$ cat src/rtl/walk_pkg.sv
package walk_pkg;

    typedef enum logic [2:0] {
        WK_IDLE   = 3'd0,
        WK_DIR_RD = 3'd1,
        WK_DIR_WT = 3'd2,
        WK_TBL_RD = 3'd3,
        WK_TBL_WT = 3'd4
    } walk_state_e;

    localparam int WK_LEVELS = 2;

endpackage

$ cat src/rtl/walk_entry_addr.sv
// Byte address of one 4-byte entry: base frame plus scaled index.
module walk_entry_addr #(
    parameter int AW    = 32,
    parameter int OFF_W = 12,
    parameter int IDX_W = 10
) (
    input  logic [AW-OFF_W-1:0] base_frame,
    input  logic [IDX_W-1:0]    index,
    output logic [AW-1:0]       addr
);
    localparam int ENT_SH = OFF_W - IDX_W;

    always_comb begin
        addr = {base_frame, {OFF_W{1'b0}}} + (AW'(index) << ENT_SH);
    end
endmodule

$ cat src/rtl/walk_entry_dec.sv
// Splits a fetched entry into its present flag and frame number.
module walk_entry_dec #(
    parameter int AW    = 32,
    parameter int OFF_W = 12
) (
    input  logic [AW-1:0]       entry,
    output logic                present,
    output logic [AW-OFF_W-1:0] frame
);
    logic unused_attr;

    assign present     = entry[0];
    assign frame       = entry[AW-1:OFF_W];
    assign unused_attr = ^entry[OFF_W-1:1];
endmodule

$ cat src/rtl/pt_walker.sv
module pt_walker
    import walk_pkg::*;
#(
    parameter int AW        = 32,
    parameter int OFF_W     = 12,
    parameter int IDX_W     = 10,
    parameter int VEC_W     = 8,
    parameter int PF_VECTOR = 14
) (
    input  logic                clk,
    input  logic                rst_n,
    input  logic                paging_en,
    input  logic [AW-OFF_W-1:0] dir_frame,
    input  logic                req_valid,
    input  logic [AW-1:0]       req_lin,
    output logic                req_ready,
    output logic                resp_valid,
    output logic                resp_fault,
    output logic [AW-1:0]       resp_phys,
    output logic [AW-1:0]       fault_lin,
    output logic [VEC_W-1:0]    fault_vec,
    output logic                mem_rd_valid,
    input  logic                mem_rd_ready,
    output logic [AW-1:0]       mem_rd_addr,
    input  logic                mem_rsp_valid,
    input  logic [AW-1:0]       mem_rsp_data
);
    localparam int FRAME_W  = AW - OFF_W;
    localparam int DIR_LSB  = OFF_W + IDX_W;

    typedef struct packed {
        walk_state_e        st;
        logic [AW-1:0]      lin;
        logic [FRAME_W-1:0] tbl;
        logic               rv;
        logic               flt;
        logic [AW-1:0]      phys;
        logic [AW-1:0]      flin;
        logic [VEC_W-1:0]   vec;
    } walk_regs_t;

    walk_regs_t q, d;

    // Per-level entry address generators
    logic [FRAME_W-1:0] lvl_base [WK_LEVELS];
    logic [IDX_W-1:0]   lvl_idx  [WK_LEVELS];
    logic [AW-1:0]      lvl_addr [WK_LEVELS];

    assign lvl_base[0] = dir_frame;
    assign lvl_idx[0]  = q.lin[AW-1:DIR_LSB];
    assign lvl_base[1] = q.tbl;
    assign lvl_idx[1]  = q.lin[DIR_LSB-1:OFF_W];

    for (genvar g = 0; g < WK_LEVELS; g++) begin : g_lvl
        walk_entry_addr #(.AW(AW), .OFF_W(OFF_W), .IDX_W(IDX_W)) u_addr (
            .base_frame (lvl_base[g]),
            .index      (lvl_idx[g]),
            .addr       (lvl_addr[g])
        );
    end

    logic               ent_present;
    logic [FRAME_W-1:0] ent_frame;

    walk_entry_dec #(.AW(AW), .OFF_W(OFF_W)) u_dec (
        .entry   (mem_rsp_data),
        .present (ent_present),
        .frame   (ent_frame)
    );

    // Next-state computation
    always_comb begin
        d      = q;
        d.rv   = 1'b0;
        d.flt  = 1'b0;
        d.vec  = '0;
        unique case (q.st)
            WK_IDLE: begin
                if (req_valid) begin
                    if (paging_en) begin
                        d.st  = WK_DIR_RD;
                        d.lin = req_lin;
                    end else begin
                        d.rv   = 1'b1;
                        d.phys = req_lin;
                    end
                end
            end
            WK_DIR_RD: begin
                if (mem_rd_ready) d.st = WK_DIR_WT;
            end
            WK_DIR_WT: begin
                if (mem_rsp_valid) begin
                    if (ent_present) begin
                        d.tbl = ent_frame;
                        d.st  = WK_TBL_RD;
                    end else begin
                        d.st   = WK_IDLE;
                        d.rv   = 1'b1;
                        d.flt  = 1'b1;
                        d.phys = '0;
                        d.flin = q.lin;
                        d.vec  = VEC_W'(PF_VECTOR);
                    end
                end
            end
            WK_TBL_RD: begin
                if (mem_rd_ready) d.st = WK_TBL_WT;
            end
            WK_TBL_WT: begin
                if (mem_rsp_valid) begin
                    d.st = WK_IDLE;
                    d.rv = 1'b1;
                    if (ent_present) begin
                        d.phys = {ent_frame, q.lin[OFF_W-1:0]};
                    end else begin
                        d.flt  = 1'b1;
                        d.phys = '0;
                        d.flin = q.lin;
                        d.vec  = VEC_W'(PF_VECTOR);
                    end
                end
            end
            default: d.st = WK_IDLE;
        endcase
    end

    always_ff @(posedge clk) begin
        if (!rst_n) begin
            q <= '{st: WK_IDLE, default: '0};
        end else begin
            q <= d;
        end
    end

    assign req_ready    = (q.st == WK_IDLE);
    assign mem_rd_valid = (q.st == WK_DIR_RD) || (q.st == WK_TBL_RD);
    assign mem_rd_addr  = (q.st == WK_TBL_RD) ? lvl_addr[1] : lvl_addr[0];
    assign resp_valid   = q.rv;
    assign resp_fault   = q.flt;
    assign resp_phys    = q.phys;
    assign fault_lin    = q.flin;
    assign fault_vec    = q.vec;

endmodule

$ cat config.mk
export PLATFORM = sky130hd
export DESIGN_NAME = pt_walker
export DESIGN_NICKNAME = d
export VERILOG_FILES = /design/src/rtl/walk_pkg.sv /design/src/rtl/walk_entry_addr.sv /design/src/rtl/walk_entry_dec.sv /design/src/rtl/pt_walker.sv
export SDC_FILE = /design/constraint.sdc
export NUM_CORES = 1
export LEC_CHECK = 0
export BUFFER_PORTS_ARGS = -buffer_cell sky130_fd_sc_hd__buf_4
export CAP_MARGIN = 20
export CELL_PAD_IN_SITES_DETAIL_PLACEMENT = 1
export CELL_PAD_IN_SITES_GLOBAL_PLACEMENT = 1
export CORE_ASPECT_RATIO = 0.9
export CORE_MARGIN = 3
export CORE_UTILIZATION = 37
export DETAILED_ROUTE_END_ITERATION = 6
export PLACE_DENSITY = 0.78
export SLEW_MARGIN = 20
export SYNTH_ARGS = -nofsm -noshare
export SYNTH_HDL_FRONTEND = slang
export SYNTH_HIERARCHICAL = 1
export SYNTH_SLANG_ARGS = --single-unit
$ cat constraint.sdc
create_clock -name clk -period 2.05 [get_ports clk]
set_input_delay 0.5125 -clock clk [delete_from_list [all_inputs] [get_ports clk]]
set_output_delay 0.5125 -clock clk [all_outputs]
set_load 0.01 [all_outputs]
==> impl_metrics.csv <==
group,metric,value,unit
layout,num_antenna_cells,0,
critical_path,critPathArrivalTime,1.69,ns
synthesis,syn_inst,754,
grt,grt.total_usage,19.5,%
grt,use_met1,23.2,%
synthesis,synth_seq_cells,121,
sta,fin_tns_setup,-4.25,ns
floorplan,std_cell_rows,44,
detailed_routing,drt_first_pass_iters,5,
status,status,"finished, violations left",
floorplan,die_area,0.0187,mm^2
critical_path,cp_cell_sequence,"nor2b_4 > nand2_8 > clkbuf_16 > mux2_4 > buf_6",
synthesis,avgSynthCellArea,8.40,um^2
floorplan,die_y,130,um
power_and_ir_drop,powerDensity,816,mW/mm^2
sta,setup_violations,30,
clocking,clk_path_buf_depth,2,
critical_path,worst_path_max_delay_cell,"dfxtp_2",
sta,slew_viol_final,0,
detailed_routing,drc,0,
synthesis,ys_types,38,
grt,top_usage_layer,"met2",
status,violations,"setup timing",
synthesis,seq_area_frac_synth,38.2,%
detailed_routing,avgRoutedWirePerCell,18.8,um
grt,grt_pass1_vias,5083,
detailed_routing,final_antenna_net_count,0,
sta,hold_viol,0,
clocking,cts_tree,"yes",
grt,grt_pass1_wl,28000,um
placement,dpl_worst_slack,0.0840,ns
layout,drive_above_1_share,39.9,%
critical_path,path_class,"reg -> out",
critical_path,cp.required,1.54,ns
critical_path,cp_num_buf_inv,2,
synthesis,synth_area,0.00633,mm^2
grt,grt_overflow_total,0,
sta,fmax,0.453,GHz
sta,setup_ws,-0.155,ns
critical_path,cpLargestDelayFamily,"simple AND/OR/NAND/NOR gates",
placement,port_buffers,179,
power_and_ir_drop,vdd_drop_max,0.552,mV
clocking,cts_buffers,17,
hold_path,holdCritPathClass,"in -> reg",
sta,post-route-period-util,108,%
grt,met3_usage,6.01,%
layout,mostFrequentLayoutCell,"buf_4",
run,max_cap_viol_count,0,
power_and_ir_drop,fin_total_pwr,6380,uW
clocking,cts_root_buf,"clkbuf_16",
layout,layout.nets,872,
floorplan,coreArea,0.0165,mm^2
grt,antenna_found_initial,0,
synthesis,yosysWarnings,6,
layout,area_growth,23.4,%
placement,dp_hpwl,13300,um
detailed_routing,finalWirelength,18900,um
floorplan,pin_count,198,
sta,fin_skew,0.00955,ns
clocking,cts_sinks,121,
clocking,cts.clk_slew.worst_paths,0.06,ns
grt,met2_usage,34.0,%
detailed_routing,vias,4996,
clocking,cts_hold_buf,0,
clocking,clock_latency,0.41,ns
clocking,cts_max_level,4,
floorplan,initial_core_util,38.5,%
power_and_ir_drop,leakage,0.00326,uW
critical_path,setup.worst_path.end_class,"output pin",
critical_path,slowest_delay,0.33,ns
detailed_routing,post_drt_via_cell_ratio,4.99,
floorplan,die-width,144,um
detailed_routing,dr.first_iter.drc_count,208,
sta,rsz0062_at_grt,"true",
critical_path,start_kind,"register",
layout,final_cell_mix,"buf_4 (175), nand2_1 (171), dfxtp_1 (118), a21oi_1 (116), a22oi_1 (32)",
critical_path,crit_fanout,6,
sta,min_period,2.21,ns
placement,place_congestion,0.808,
grt,grt_max_degree,46,
==> worst reg2reg max path, stage by stage (launching register included) <==
cell and delay, ns:
dfxtp_2 0.32, buf_4 0.18, or4_1 0.53, o31a_1 0.17, buf_4 0.21, o21ai_1 0.21, mux2i_1 0.27
==> final timing paths <==
path	start	end	slack [ns]	depth (start not counted)
max	q[126]	mem_rd_addr[20]	-0.16	5
min	mem_rsp_data[30]	lvl_base[18]	0.36	3
max reg2reg	q[126]	q[126]	0.08	6
min reg2reg	lvl_base[7]	lvl_base[7]	0.45	2
==> cell type report <==
cell class	instances	area [um^2]
fill	1887	8640
inverter	2	10.0
timing repair buffer	215	1890
multi-input combinational	425	2630
clock inverter	8	118
sequential	121	2430
tap	207	259
clock buffer	24	482
==> flip-flops by register name, indices dropped and copies added (netlist names) <==
register and cells:
resp_phys 32, resp_valid 1, fault_vec 1, q 15, lvl_base 20, lvl_idx 20, fault_lin 32
==> timing repair <==
| action | in CTS | in global routing |
|---|---|---|
| cloned | 2 | 2 |
| buffers inserted | 3 | 1 |
| resized for setup | 50 | 23 |
| endpoints found under the setup margin | 30 | 33 |
| pin swaps | 0 | 1 |
==> power breakdown <==
| part | switching (uW) | total [uW] | internal [uW] |
|---|---|---|---|
| sequential | 69.5 | 2510 | 2440 |
| combinational | 408 | 822 | 414 |
| clock | 1040 | 3040 | 2000 |
==> cells by family (layout without fill, tap and decap cells) <==
family	count (synthesis)	after routing	synth area share, %
buffers and inverters	214	249	22.9
and+or+nand+nor	193	193	12.5
AOI/OAI and AO/OA	188	188	20.0
DFF	121	121	38.2
muxes	34	34	6.01
other	3	9	0.178
xor gates and xnor gates	1	1	0.138
==> cells in the mapped netlist <==
| cell type | count | area share [%] |
|---|---|---|
| o21ai_0 | 2 | 0.16 |
| nand3b_1 | 1 | 0.12 |
| nand3_1 | 1 | 0.079 |
| o21ai_2 | 1 | 0.14 |
| clkbuf_1 | 33 | 2.0 |
| a21oi_1 | 116 | 9.2 |
| nand4_1 | 1 | 0.099 |
| nor2_1 | 3 | 0.18 |
| buf_6 | 5 | 0.89 |
| a211oi_1 | 2 | 0.24 |
| mux2_1 | 29 | 5.2 |
| mux2_2 | 3 | 0.53 |
| o31ai_1 | 1 | 0.12 |
| buf_4 | 157 | 19 |
| inv_1 | 2 | 0.12 |
| and3_1 | 2 | 0.20 |
| or4b_1 | 2 | 0.32 |
| conb_1 | 3 | 0.18 |
| or2_1 | 1 | 0.099 |
| o31a_1 | 1 | 0.14 |
| nor4b_2 | 1 | 0.24 |
| mux2i_1 | 2 | 0.32 |
| buf_2 | 17 | 1.3 |
| dfxtp_1 | 121 | 38 |
| a22oi_1 | 32 | 3.8 |
| a2111oi_0 | 1 | 0.14 |
| a2bb2oi_1 | 1 | 0.14 |
| or2_2 | 1 | 0.099 |
| nand2_1 | 172 | 10 |
| and2_1 | 1 | 0.099 |
| nor3_1 | 1 | 0.079 |
| or4_1 | 1 | 0.12 |
| xnor2_1 | 1 | 0.14 |
| a211oi_2 | 30 | 5.9 |
| o21ai_1 | 1 | 0.079 |
| nand4b_1 | 1 | 0.14 |
| nor2b_1 | 3 | 0.30 |
| and4_1 | 1 | 0.14 |
==> layer usage <==
metal  share of wire [%]  up-vias
met5                   0        -
met4                 1.9        0
met3                 6.0       26
met2                  51      134
met1                  41     2401
li1                    -     2435
==> metrics by stage <==
stage / instances / hold slack [ns] / utilization (%) / cell area (um^2)
6_report: 1002 / 0.360 / 47.5 / 7820
4_1_cts: 999 / 0.340 / 46.6 / 7670
5_1_grt: 1002 / 0.346 / 47.5 / 7820
2_1_floorplan: 760 / 0.437 / - / 6360
3_5_place_dp: 962 / 0.449 / 41.4 / 6820
3_3_place_gp: 962 / 0.444 / 41.4 / 6820
(Power assumes the default switching activity.)
